File: src/rtl/qdac_pkg.sv
package qdac_pkg;

    // register select field of a command frame
    typedef enum logic [3:0] {
        SEL_NOP  = 4'd0,
        SEL_DATA = 4'd1,
        SEL_GAIN = 4'd2,
        SEL_OFFS = 4'd3,
        SEL_FUNC = 4'd4
    } regsel_e;

    // receive state machine
    typedef enum logic [1:0] {
        ST_IDLE  = 2'd0,
        ST_SHIFT = 2'd1,
        ST_DONE  = 2'd2
    } rx_state_e;

    localparam logic [2:0] CH_ALL = 3'd4;
    localparam int HDR_W = 8;

endpackage

File: src/rtl/qdac_sync.sv
module qdac_sync #(
    parameter int              W       = 4,
    parameter int              STAGES  = 2,
    parameter logic [W-1:0]    RST_VAL = '0
) (
    input  logic         clk,
    input  logic         rst_n,
    input  logic [W-1:0] d_i,
    output logic [W-1:0] q_o
);

    logic [W-1:0] stg_q [STAGES];

    always_ff @(posedge clk) begin
        if (!rst_n) begin
            for (int k = 0; k < STAGES; k++) stg_q[k] <= RST_VAL;
        end else begin
            stg_q[0] <= d_i;
            for (int k = 1; k < STAGES; k++) stg_q[k] <= stg_q[k-1];
        end
    end

    assign q_o = stg_q[STAGES-1];

endmodule

File: src/rtl/qdac_frame_rx.sv
module qdac_frame_rx
    import qdac_pkg::*;
#(
    parameter int CODE_W = 16
) (
    input  logic                     clk,
    input  logic                     rst_n,
    input  logic                     sync_fall_i,
    input  logic                     sync_rise_i,
    input  logic                     sclk_fall_i,
    input  logic                     sclk_rise_i,
    input  logic                     sdin_i,
    input  logic [CODE_W-1:0]        rd_data_i,
    output logic [CODE_W+HDR_W-1:0]  frame_o,
    output logic                     frame_ok_o,
    output logic                     sdo_o
);

    localparam int FW    = CODE_W + HDR_W;
    localparam int CNT_W = $clog2(FW);

    rx_state_e         state_q, state_d;
    logic [FW-1:0]     sreg_q;
    logic [CNT_W-1:0]  cnt_q;
    logic              full_q;

    // state register
    always_ff @(posedge clk) begin
        if (!rst_n) state_q <= ST_IDLE;
        else        state_q <= state_d;
    end

    // next state
    always_comb begin
        state_d = state_q;
        unique case (state_q)
            ST_IDLE:  if (sync_fall_i) state_d = ST_SHIFT;
            ST_SHIFT: if (sync_rise_i) state_d = ST_DONE;
            ST_DONE:  state_d = ST_IDLE;
            default:  state_d = ST_IDLE;
        endcase
    end

    // commit only on a whole, non-zero number of words
    assign frame_ok_o = (state_q == ST_DONE) && (cnt_q == '0) && full_q;
    assign frame_o    = sreg_q;

    // datapath and outputs
    always_ff @(posedge clk) begin
        if (!rst_n) begin
            sreg_q <= '0;
            cnt_q  <= '0;
            full_q <= 1'b0;
            sdo_o  <= 1'b0;
        end else begin
            unique case (state_q)
                ST_IDLE: begin
                    if (sync_fall_i) begin
                        cnt_q  <= '0;
                        full_q <= 1'b0;
                        sdo_o  <= sreg_q[FW-1];
                    end
                end
                ST_SHIFT: begin
                    if (sclk_fall_i) begin
                        sreg_q <= {sreg_q[FW-2:0], sdin_i};
                        if (cnt_q == CNT_W'(FW-1)) begin
                            cnt_q  <= '0;
                            full_q <= 1'b1;
                        end else begin
                            cnt_q <= cnt_q + 1'b1;
                        end
                    end
                    if (sclk_rise_i) sdo_o <= sreg_q[FW-1];
                end
                ST_DONE: begin
                    if (frame_ok_o && sreg_q[FW-1])
                        sreg_q <= {sreg_q[FW-1:CODE_W], rd_data_i};
                end
                default: ;
            endcase
        end
    end


    bit_count_advance_chk: assert property (@(posedge clk) disable iff (!rst_n)
        (state_q == ST_SHIFT && sclk_fall_i) |=> (cnt_q != $past(cnt_q)));


    sdo_hold_chk: assert property (@(posedge clk) disable iff (!rst_n)
        !((state_q == ST_SHIFT && sclk_rise_i) || (state_q == ST_IDLE && sync_fall_i))
        |=> $stable(sdo_o));

endmodule

File: src/rtl/qdac_regfile.sv
module qdac_regfile
    import qdac_pkg::*;
#(
    parameter int NCH    = 4,
    parameter int CODE_W = 16,
    parameter int IO_W   = 2
) (
    input  logic                     clk,
    input  logic                     rst_n,
    input  logic                     frame_ok_i,
    input  logic [CODE_W+HDR_W-1:0]  frame_i,
    input  logic                     load_low_i,
    input  logic                     ld_fall_i,
    input  logic                     clr_fall_i,
    input  logic [IO_W-1:0]          io_pin_i,
    output logic [NCH*CODE_W-1:0]    data_o,
    output logic [CODE_W-1:0]        rd_data_o,
    output logic [IO_W-1:0]          io_out_o,
    output logic [IO_W-1:0]          io_oe_o
);

    localparam int FW  = CODE_W + HDR_W;
    localparam int CHW = (NCH > 1) ? $clog2(NCH) : 1;

    logic [CODE_W-1:0] in_q   [NCH];
    logic [CODE_W-1:0] data_q [NCH];
    logic [CODE_W-1:0] gain_q [NCH];
    logic [CODE_W-1:0] offs_q [NCH];
    logic [IO_W-1:0]   dir_q, out_q;

    regsel_e           sel_f;
    logic [2:0]        ch_f;
    logic [CODE_W-1:0] pay_f;
    logic              is_wr;
    logic [NCH-1:0]    hit_v;
    logic [CHW-1:0]    idx;
    logic [IO_W-1:0]   lvl;

    assign sel_f = regsel_e'(frame_i[FW-2 -: 4]);
    assign ch_f  = frame_i[CODE_W+2:CODE_W];
    assign pay_f = frame_i[CODE_W-1:0];
    assign is_wr = frame_ok_i && !frame_i[FW-1];
    assign idx   = ch_f[CHW-1:0];
    assign lvl   = (dir_q & out_q) | (~dir_q & io_pin_i);

    always_comb begin
        for (int i = 0; i < NCH; i++)
            hit_v[i] = (ch_f == CH_ALL) || (ch_f == 3'(i));
    end

    always_ff @(posedge clk) begin
        if (!rst_n) begin
            for (int i = 0; i < NCH; i++) begin
                in_q[i]   <= '0;
                data_q[i] <= '0;
                gain_q[i] <= '0;
                offs_q[i] <= '0;
            end
            dir_q <= '0;
            out_q <= '0;
        end else begin
            for (int i = 0; i < NCH; i++) begin
                if (clr_fall_i)
                    data_q[i] <= '0;
                else if (is_wr && sel_f == SEL_DATA && hit_v[i] && load_low_i)
                    data_q[i] <= pay_f;
                else if (ld_fall_i)
                    data_q[i] <= in_q[i];
                if (is_wr && sel_f == SEL_DATA && hit_v[i]) in_q[i]   <= pay_f;
                if (is_wr && sel_f == SEL_GAIN && hit_v[i]) gain_q[i] <= pay_f;
                if (is_wr && sel_f == SEL_OFFS && hit_v[i]) offs_q[i] <= pay_f;
            end
            if (is_wr && sel_f == SEL_FUNC) begin
                dir_q <= pay_f[2*IO_W-1:IO_W];
                out_q <= pay_f[IO_W-1:0];
            end
        end
    end

    // readback selection
    always_comb begin
        rd_data_o = '0;
        case (sel_f)
            SEL_DATA: if (ch_f < 3'(NCH)) rd_data_o = data_q[idx];
            SEL_GAIN: if (ch_f < 3'(NCH)) rd_data_o = gain_q[idx];
            SEL_OFFS: if (ch_f < 3'(NCH)) rd_data_o = offs_q[idx];
            SEL_FUNC: rd_data_o[2*IO_W-1:0] = {dir_q, lvl};
            default:  rd_data_o = '0;
        endcase
    end

    assign io_out_o = out_q;
    assign io_oe_o  = dir_q;

    for (genvar g = 0; g < NCH; g++) begin : g_ch
        assign data_o[g*CODE_W +: CODE_W] = data_q[g];


        clear_zero_chk: assert property (@(posedge clk) disable iff (!rst_n)
            clr_fall_i |=> (data_q[g] == '0));


        load_copy_chk: assert property (@(posedge clk) disable iff (!rst_n)
            (ld_fall_i && !clr_fall_i && !frame_ok_i) |=> (data_q[g] == $past(in_q[g])));


        data_quiet_chk: assert property (@(posedge clk) disable iff (!rst_n)
            !(frame_ok_i || ld_fall_i || clr_fall_i) |=> $stable(data_q[g]));
    end

endmodule

File: src/rtl/quad_dac_ctrl.sv
module quad_dac_ctrl
    import qdac_pkg::*;
#(
    parameter int NCH         = 4,
    parameter int CODE_W      = 16,
    parameter int IO_W        = 2,
    parameter int SYNC_STAGES = 2
) (
    input  logic                  clk,
    input  logic                  rst_n,
    input  logic                  sync_n,
    input  logic                  sclk,
    input  logic                  sdin,
    input  logic                  load_n,
    input  logic                  clr_n,
    input  logic                  code_ob,
    input  logic                  hold_n,
    input  logic [IO_W-1:0]       io_in,
    output logic                  sdo,
    output logic [IO_W-1:0]       io_out,
    output logic [IO_W-1:0]       io_oe,
    output logic                  clamp,
    output logic [NCH*CODE_W-1:0] ch_code
);

    localparam int FW   = CODE_W + HDR_W;
    localparam int SW   = 6 + IO_W;
    localparam logic [CODE_W-1:0] MID_CODE = {1'b1, {(CODE_W-1){1'b0}}};
    // bit order: io, hold_n, sdin, clr_n, load_n, sclk, sync_n
    localparam logic [SW-1:0] SYNC_RST = {{IO_W{1'b0}}, 6'b101111};

    logic [SW-1:0]         sync_q;
    logic [3:0]            edge_prev_q;
    logic                  sync_s, sclk_s, load_s, clr_s, sdin_s, hold_s;
    logic [IO_W-1:0]       io_s;
    logic                  sync_fall, sync_rise, sclk_fall, sclk_rise, ld_fall, clr_fall;
    logic [FW-1:0]         frame;
    logic                  frame_ok;
    logic [CODE_W-1:0]     rd_data;
    logic [NCH*CODE_W-1:0] data_flat;

    qdac_sync #(.W(SW), .STAGES(SYNC_STAGES), .RST_VAL(SYNC_RST)) u_sync (
        .clk   (clk),
        .rst_n (rst_n),
        .d_i   ({io_in, hold_n, sdin, clr_n, load_n, sclk, sync_n}),
        .q_o   (sync_q)
    );

    assign {io_s, hold_s, sdin_s, clr_s, load_s, sclk_s, sync_s} = sync_q;

    always_ff @(posedge clk) begin
        if (!rst_n) edge_prev_q <= 4'b1111;
        else        edge_prev_q <= {clr_s, load_s, sclk_s, sync_s};
    end

    assign sync_fall = edge_prev_q[0] & ~sync_s;
    assign sync_rise = ~edge_prev_q[0] & sync_s;
    assign sclk_fall = edge_prev_q[1] & ~sclk_s;
    assign sclk_rise = ~edge_prev_q[1] & sclk_s;
    assign ld_fall   = edge_prev_q[2] & ~load_s;
    assign clr_fall  = edge_prev_q[3] & ~clr_s;

    qdac_frame_rx #(.CODE_W(CODE_W)) u_rx (
        .clk         (clk),
        .rst_n       (rst_n),
        .sync_fall_i (sync_fall),
        .sync_rise_i (sync_rise),
        .sclk_fall_i (sclk_fall),
        .sclk_rise_i (sclk_rise),
        .sdin_i      (sdin_s),
        .rd_data_i   (rd_data),
        .frame_o     (frame),
        .frame_ok_o  (frame_ok),
        .sdo_o       (sdo)
    );

    qdac_regfile #(.NCH(NCH), .CODE_W(CODE_W), .IO_W(IO_W)) u_regs (
        .clk        (clk),
        .rst_n      (rst_n),
        .frame_ok_i (frame_ok),
        .frame_i    (frame),
        .load_low_i (~load_s),
        .ld_fall_i  (ld_fall),
        .clr_fall_i (clr_fall),
        .io_pin_i   (io_s),
        .data_o     (data_flat),
        .rd_data_o  (rd_data),
        .io_out_o   (io_out),
        .io_oe_o    (io_oe)
    );

    assign clamp = ~hold_s;

    for (genvar g = 0; g < NCH; g++) begin : g_out
        logic [CODE_W-1:0] raw;
        assign raw = data_flat[g*CODE_W +: CODE_W];
        assign ch_code[g*CODE_W +: CODE_W] =
            !hold_s ? MID_CODE :
            code_ob ? raw : {~raw[CODE_W-1], raw[CODE_W-2:0]};
    end

endmodule

File: config.mk
export PLATFORM = sky130hd
export DESIGN_NAME = quad_dac_ctrl
export DESIGN_NICKNAME = d
export VERILOG_FILES = /design/src/rtl/qdac_pkg.sv /design/src/rtl/qdac_sync.sv /design/src/rtl/qdac_frame_rx.sv /design/src/rtl/qdac_regfile.sv /design/src/rtl/quad_dac_ctrl.sv
export SDC_FILE = /design/constraint.sdc
export NUM_CORES = 1
export LEC_CHECK = 0
export ABC_AREA = 1
export ABC_CLOCK_PERIOD_IN_PS = 3450
export BUFFER_PORTS_ARGS = -buffer_cell sky130_fd_sc_hd__buf_4
export CORE_MARGIN = 2
export CORE_UTILIZATION = 30
export CTS_CLUSTER_SIZE = 8
export DETAILED_ROUTE_END_ITERATION = 8
export PLACE_DENSITY_LB_ADDON = 0.2
export SETUP_SLACK_MARGIN = 0.5
export SLEW_MARGIN = 25
export SYNTH_ARGS = -nofsm -noshare
export SYNTH_HDL_FRONTEND = slang
export SYNTH_SLANG_ARGS = --single-unit
File: constraint.sdc
create_clock -name clk -period 3.45 [get_ports clk]
set_clock_uncertainty 0.1 [all_clocks]
set_input_delay 0.5175 -clock clk [delete_from_list [all_inputs] [get_ports clk]]
set_output_delay 0.5175 -clock clk [all_outputs]
set_load 0.1 [all_outputs]
==> results.sh, run 1 <==
export IMPL_initial_core_util_pct=30.41
export IMPL_n_antenna_cell=0
export IMPL_maxCapViolCount=0
export IMPL_drtIter0Drc=847
export IMPL_clk_latency_ns=0.54
export IMPL_num_vias=10950
export IMPL_pre_cts_slack_ns=0.6671
export IMPL_slew_headroom_pct=35.60
export IMPL_synth_simple_gate_area_share_pct=24.46
export IMPL_hold_viol_final=0
export IMPL_syn_area_um2=14550
export IMPL_p_leak_nw=7.046
export IMPL_root_buffer="clkbuf_16"
export IMPL_grt_pass1_vias=10590
export IMPL_fin_crit_sh_pct=78.48
export IMPL_overflow=0
export IMPL_cp_slowest_stage_delay_ns=0.64
export IMPL_dieHeight_um=224.2
export IMPL_antenna_found_initial=0
export IMPL_cts_resized=0
export IMPL_hp_start="sdin"
export IMPL_ys_ff_latch=315
export IMPL_path_cells="nor2_1 -> nand2_2 -> nor2_4 -> nand3_4 -> inv_1 -> nand3_4 -> nand2_1"
export IMPL_critPathArrivalTime_ns=2.78
export IMPL_seq_area_frac_synth_pct=60.95
export IMPL_crit_start="u_rx.frame_o[21]"
export IMPL_syn_instance_count=1636
export IMPL_postLayoutSetupSlackWorst_ns=0.7424
export IMPL_antenna_left=0
export IMPL_fp_row_count=80
export IMPL_power_share_clock_pct=45.3
export IMPL_cp_required_ns=3.52
export IMPL_cp_start_kind="register"
export IMPL_postCtsSetupRepairBufs=0
export IMPL_ios=81
export IMPL_syn_area_per_cell_um2=8.894
export IMPL_fp_dieArea_um2=50280
export IMPL_cts_hold_buf=0
export IMPL_worst_pin_slew_ns=0.9659
export IMPL_ys_warn_count=0
export IMPL_nNetsFinal=1708
export IMPL_intPower_mw=6.994
export IMPL_worst_path_most_repeated_cell="nand3_4"
export IMPL_clockBufferDepth=3
export IMPL_swShare_pct=24.59
export IMPL_cp_slowest_cell="nand2_1"
export IMPL_globalplace_congestion=0.8392
export IMPL_min_period_ns=2.708
export IMPL_setup_tns_ns=0
export IMPL_cts_tree="yes"
export IMPL_rsz0062_at_grt="false"
export IMPL_drt_first_pass_iters=7
export IMPL_setup_viol=0
export IMPL_slew_viol_final=0
export IMPL_synthMuxAreaShare_pct=0
export IMPL_endpoint_kind="register"
export IMPL_drc=0
export IMPL_drive_gt1_share_pct=11.55
export IMPL_core_um2=47850
export IMPL_min_path_type="input port to register"
export IMPL_ctsHtreeMaxLevel=2
export IMPL_die_x_um=224.2
export IMPL_cp_max_fo=18
export IMPL_grt_pass1_wl_um=61440
export IMPL_synth_adder_area_share_pct=0.1720
export IMPL_clock_sinks=315
export IMPL_p_seq_share_pct=46.5
export IMPL_syn_nets=1649
export IMPL_grt_max_degree=65
export IMPL_timing_fmax_ghz=0.3693
export IMPL_power_frac_comb_pct=8.2
export IMPL_holdWs_ns=0.06041
export IMPL_port_buffers=80
export IMPL_p_sw_mw=2.281
export IMPL_cts_buffers=45
export IMPL_nFillCells=4929
export IMPL_wl_um=39370
export IMPL_syn_to_final_growth_pct=17.59
export IMPL_p_per_area_nw_per_um2=542.1
export IMPL_wire_per_inst_um=16.78
export IMPL_outcome="completed"
export IMPL_synth_compound_area_share_pct=7.241
export IMPL_path_class="register to register"
export IMPL_hpwl_um=27290
export IMPL_viasPerCell=4.663
export IMPL_synth_cell_types=30
export IMPL_peakVddDrop_v=0.0002906
export IMPL_timing_rr_start="u_rx.frame_o[21]"
export IMPL_synth_top_family_by_area="simple AND/OR/NAND/NOR gates"
export IMPL_path_clk_slew_ns=0.05
export IMPL_track_usage_pct=15.62
export IMPL_synth_xor_area_share_pct=0
-- layer usage --
metal	vias up	share of wire, %	wire, µm	track usage [%]
met5	-	0	0	0
li1	5442	-	-	-
met2	226	47	18360	26.05
met4	0	2.1	838	4.379
met3	60	3.7	1475	1.868
met1	5217	48	18700	21.49
-- placed cells by master (no fill, tap or decap), drive strengths merged --
cell,Yosys,layout
a211oi,4,4
a21oi,43,43
buf,19,110
bufinv,0,1
clkbuf,79,82
clkinv,2,1
dfxtp,59,59
edfxtp,256,256
ha,2,2
inv,165,167
nand2,362,362
nand3,130,130
nand4,1,1
nor2,340,340
nor3,4,4
nor4,1,1
o21ai,145,145
o22ai,12,12
o31ai,1,1
or2,11,11
-- critical path, delay by kind of cell (launching register included) --
| kind | cells | cell delay (ns) |
|---|---|---|
| flip-flops | 1 | 0.32 |
| buffers and inverters | 1 | 0.17 |
| AND/OR/NAND/NOR | 6 | 1.73 |
-- power by group through the flow --
stage                     combinational (mW)  sequential (mW)  clock, mW
after floorplan                        0.575             4.36          0
after CTS                              0.769             4.32       4.27
after global placement                 0.764             4.39          0
after detailed placement               0.768             4.39          0
after global routing                   0.810             4.32       4.43
final                                  0.761             4.31       4.20
-- cell type report --
cell class                      instances  area (µm²)  area share (%)
Timing Repair Buffer                  110       838.3           4.900
Clock buffer                           82        1308           7.642
Clock inverter                          2       38.79          0.2267
Inverter                              167       626.9           3.664
Multi-Input combinational cell       1056        4654           27.20
Sequential cell                       315        8874           51.86
Tap cell                              615       769.5           4.498
-- synthesized netlist by cell type (all sizes together) --
cell | count | area (µm²)
a211oi | 4 | 30.03
o22ai | 12 | 75.07
a21oi | 43 | 215.2
clkbuf | 79 | 296.5
nor4 | 1 | 6.260
nand4 | 1 | 6.260
dfxtp | 59 | 1181
clkinv | 2 | 7.510
or2 | 11 | 68.82
o21ai | 145 | 725.7
inv | 165 | 619.3
buf | 19 | 120.1
nand3 | 130 | 730.7
o31ai | 1 | 7.510
nor2 | 340 | 1334
nor3 | 4 | 42.54
ha | 2 | 25.02
nand2 | 362 | 1371
edfxtp | 256 | 7687
-- kinds of logic (layout without fill, tap and decap cells) --
| kind of cell | count (synthesis) | count (layout) |
|---|---|---|
| simple gates | 849 | 849 |
| flops | 315 | 315 |
| buf+inv | 265 | 361 |
| compound gates | 205 | 205 |
| fa+ha+maj | 2 | 2 |
-- per-stage QoR --
stage | instance area (µm²) | total power [mW] | util, % | instances
final | 17110 | 9.275 | 35.76 | 2347
after floorplan | 14550 | 4.935 | - | 1636
after global routing | 17110 | 9.564 | 35.76 | 2347
after CTS | 17100 | 9.356 | 35.75 | 2347
after global placement | 15760 | 5.152 | 32.93 | 2263
after detailed placement | 15760 | 5.157 | 32.93 | 2263
-- flip-flops by register name (all words and copies together), names as in the netlist, named ones only --
signal           cells
u_sync.stg_q        16
u_regs.data_q       64
u_rx.state_q         2
u_regs.gain_q       64
u_rx.frame_o        24
u_rx.cnt_q           5
u_rx.sdo_o           1
u_regs.offs_q       64
edge_prev_q          4
u_regs.io_out_o      2
u_regs.in_q         64
u_rx.full_q          1
u_regs.io_oe_o       2
-- final timing paths --
check | cells past startpoint | end | slack, ns
setup / recovery | 7 | u_regs.data_q[0][12] | 0.74
hold / removal | 3 | u_sync.stg_q[0][4] | 0.06
setup reg to reg | 7 | u_regs.data_q[0][12] | 0.74
hold reg to reg | 1 | u_sync.stg_q[0][8] | 0.31
(Power assumes the default switching activity.)
==> inputs of run 2 (changes only) <==
- ABC_CLOCK_PERIOD_IN_PS: 3450 -> 2550
- clock period: 3.45 -> 2.55 ns (I/O delays scaled with it)
==> results.sh, run 2 (synthesis results as in run 1) <==
export IMPL_track_usage_pct=16.04
export IMPL_hpwl_um=26790
export IMPL_min_path_type="input port to register"
export IMPL_clockBufferDepth=3
export IMPL_min_period_ns=2.085
export IMPL_initial_core_util_pct=30.41
export IMPL_p_per_area_nw_per_um2=667.1
export IMPL_slew_viol_final=0
export IMPL_clock_sinks=315
export IMPL_hold_viol_final=0
export IMPL_cp_slowest_stage_delay_ns=0.35
export IMPL_cp_slowest_cell="dfxtp_4"
export IMPL_grt_pass1_wl_um=63160
export IMPL_postLayoutSetupSlackWorst_ns=0.4655
export IMPL_endpoint_kind="register"
export IMPL_overflow=0
export IMPL_fp_dieArea_um2=50280
export IMPL_setup_tns_ns=0
export IMPL_fin_area_um2=19130
export IMPL_path_cells="inv_2 -> ha_4 -> nand2_2 -> nor2_4 -> nand3_4 -> nor2_4 -> nand2_4 -> nor2_4 -> clkbuf_16 -> nand2_2 -> nand2_1"
export IMPL_wire_per_inst_um=17.44
export IMPL_antenna_found_initial=0
export IMPL_cp_max_fo=7
export IMPL_num_vias=11220
export IMPL_n_antenna_cell=0
export IMPL_multiInputGateArea_um2=5179
export IMPL_worst_path_buf_inv=2
export IMPL_nFillCells=4690
export IMPL_slew_headroom_pct=52.19
export IMPL_root_buffer="clkbuf_16"
export IMPL_globalplace_congestion=0.8154
export IMPL_register_area_um2=8886
export IMPL_cts_tree="yes"
export IMPL_critical_path_top_delay_family="simple AND/OR/NAND/NOR gates"
export IMPL_die_x_um=224.2
export IMPL_path_class="register to register"
export IMPL_worst_pin_slew_ns=0.7164
export IMPL_drt_first_pass_iters=5
export IMPL_maxCapViolCount=0
export IMPL_drc=0
export IMPL_drtIter0Drc=635
export IMPL_worst_path_most_repeated_cell="nor2_4"
export IMPL_ctsHtreeMaxLevel=2
export IMPL_path_clk_slew_ns=0.05
export IMPL_p_total_mw=12.77
export IMPL_wl_um=41760
export IMPL_dieHeight_um=224.2
export IMPL_critPathArrivalTime_ns=2.39
export IMPL_ios=81
export IMPL_core_um2=47850
export IMPL_syn_to_final_growth_pct=31.51
export IMPL_port_buffers=80
export IMPL_cp_start_kind="register"
export IMPL_setup_viol=0
export IMPL_pre_cts_slack_ns=0.2738
export IMPL_antenna_left=0
export IMPL_fin_crit_sh_pct=81.75
export IMPL_cp_required_ns=2.85
export IMPL_p_leak_nw=7.882
export IMPL_final_common_cell="nor2_1"
export IMPL_grt_max_degree=97
export IMPL_clk_latency_ns=0.54
export IMPL_fp_row_count=80
export IMPL_drive_gt1_share_pct=20.34
export IMPL_nNetsFinal=1765
export IMPL_timing_fmax_ghz=0.4797
export IMPL_grt_pass1_vias=11010
export IMPL_cts_buffers=45
export IMPL_rsz0062_at_grt="true"
export IMPL_peakVddDrop_v=0.0004484
export IMPL_mostFrequentLayoutCells="325 x nor2_1, 307 x nand2_1, 256 x edfxtp_1"
export IMPL_final_core_util_pct=39.99
export IMPL_viasPerCell=4.684
export IMPL_outcome="completed"
export IMPL_postPlaceCellArea_um2=15970
[run 2: cell count changes in the layout (fill, tap and decap cells not counted), moves of 15 or more]
cell | before | now
nand2_4 | 0 | 31
nand2_1 | 355 | 307
buf_12 | 1 | 63
inv_1 | 164 | 137
buf_6 | 0 | 18
buf_4 | 109 | 60
nand2_2 | 7 | 22
[run 2: where the power goes]
| group | total, mW | switching (mW) | internal, mW |
|---|---|---|---|
| registers | 5.84 | 0.0955 | 5.74 |
| clock network | 5.60 | 2.13 | 3.47 |
| logic | 1.32 | 0.920 | 0.404 |
| total | 12.8 | 3.15 | 9.62 |
[run 2: final cells by class]
cell class / count / share of cell area (%)
Multi-Input combinational cell: 1057 / 27.06
Inverter: 167 / 3.479
Timing Repair Buffer: 166 / 12.14
Sequential cell: 315 / 46.44
Clock buffer: 73 / 6.657
Clock inverter: 2 / 0.2027
Tap cell: 615 / 4.021
[run 2: per-stage QoR]
step           cells  hold WS (ns)
2_1_floorplan   1636        0.2905
3_3_place_gp    2277        0.2954
3_5_place_dp    2277        0.2972
4_1_cts         2375       0.06863
5_1_grt         2395        0.1113
6_report        2395       0.09994
[run 2: worst paths after layout]
| kind | startpoint | end | slack, ns | cells past startpoint |
|---|---|---|---|---|
| max reg2reg | u_rx.cnt_q[0] | u_regs.data_q[3][7] | 0.47 | 11 |
| min reg2reg | u_sync.stg_q[0][4] | u_sync.stg_q[0][12] | 0.31 | 2 |
| max | u_rx.cnt_q[0] | u_regs.data_q[3][7] | 0.47 | 11 |
| min | rst_n | edge_prev_q[3] | 0.1 | 2 |
[run 2: repair_timing]
item | in CTS | in global routing
setup buffers | 14 | 12
endpoints found under the setup margin | 348 | 454
pin swaps | 9 | 37
gates cloned | 1 | 8
resized for setup | 142 | 214
endpoints found under the hold margin | 8 | 0
hold buffers | 8 | 0
[run 2: routing by layer]
metal  global-route usage (%)  part of all wire [%]  vias up
li1                         -                     -     5549
met1                    21.26                    44     5384
met2                    27.93                    50      226
met3                    1.881                   3.3       58
met4                    4.102                   2.2        0
met5                        0                     0        -
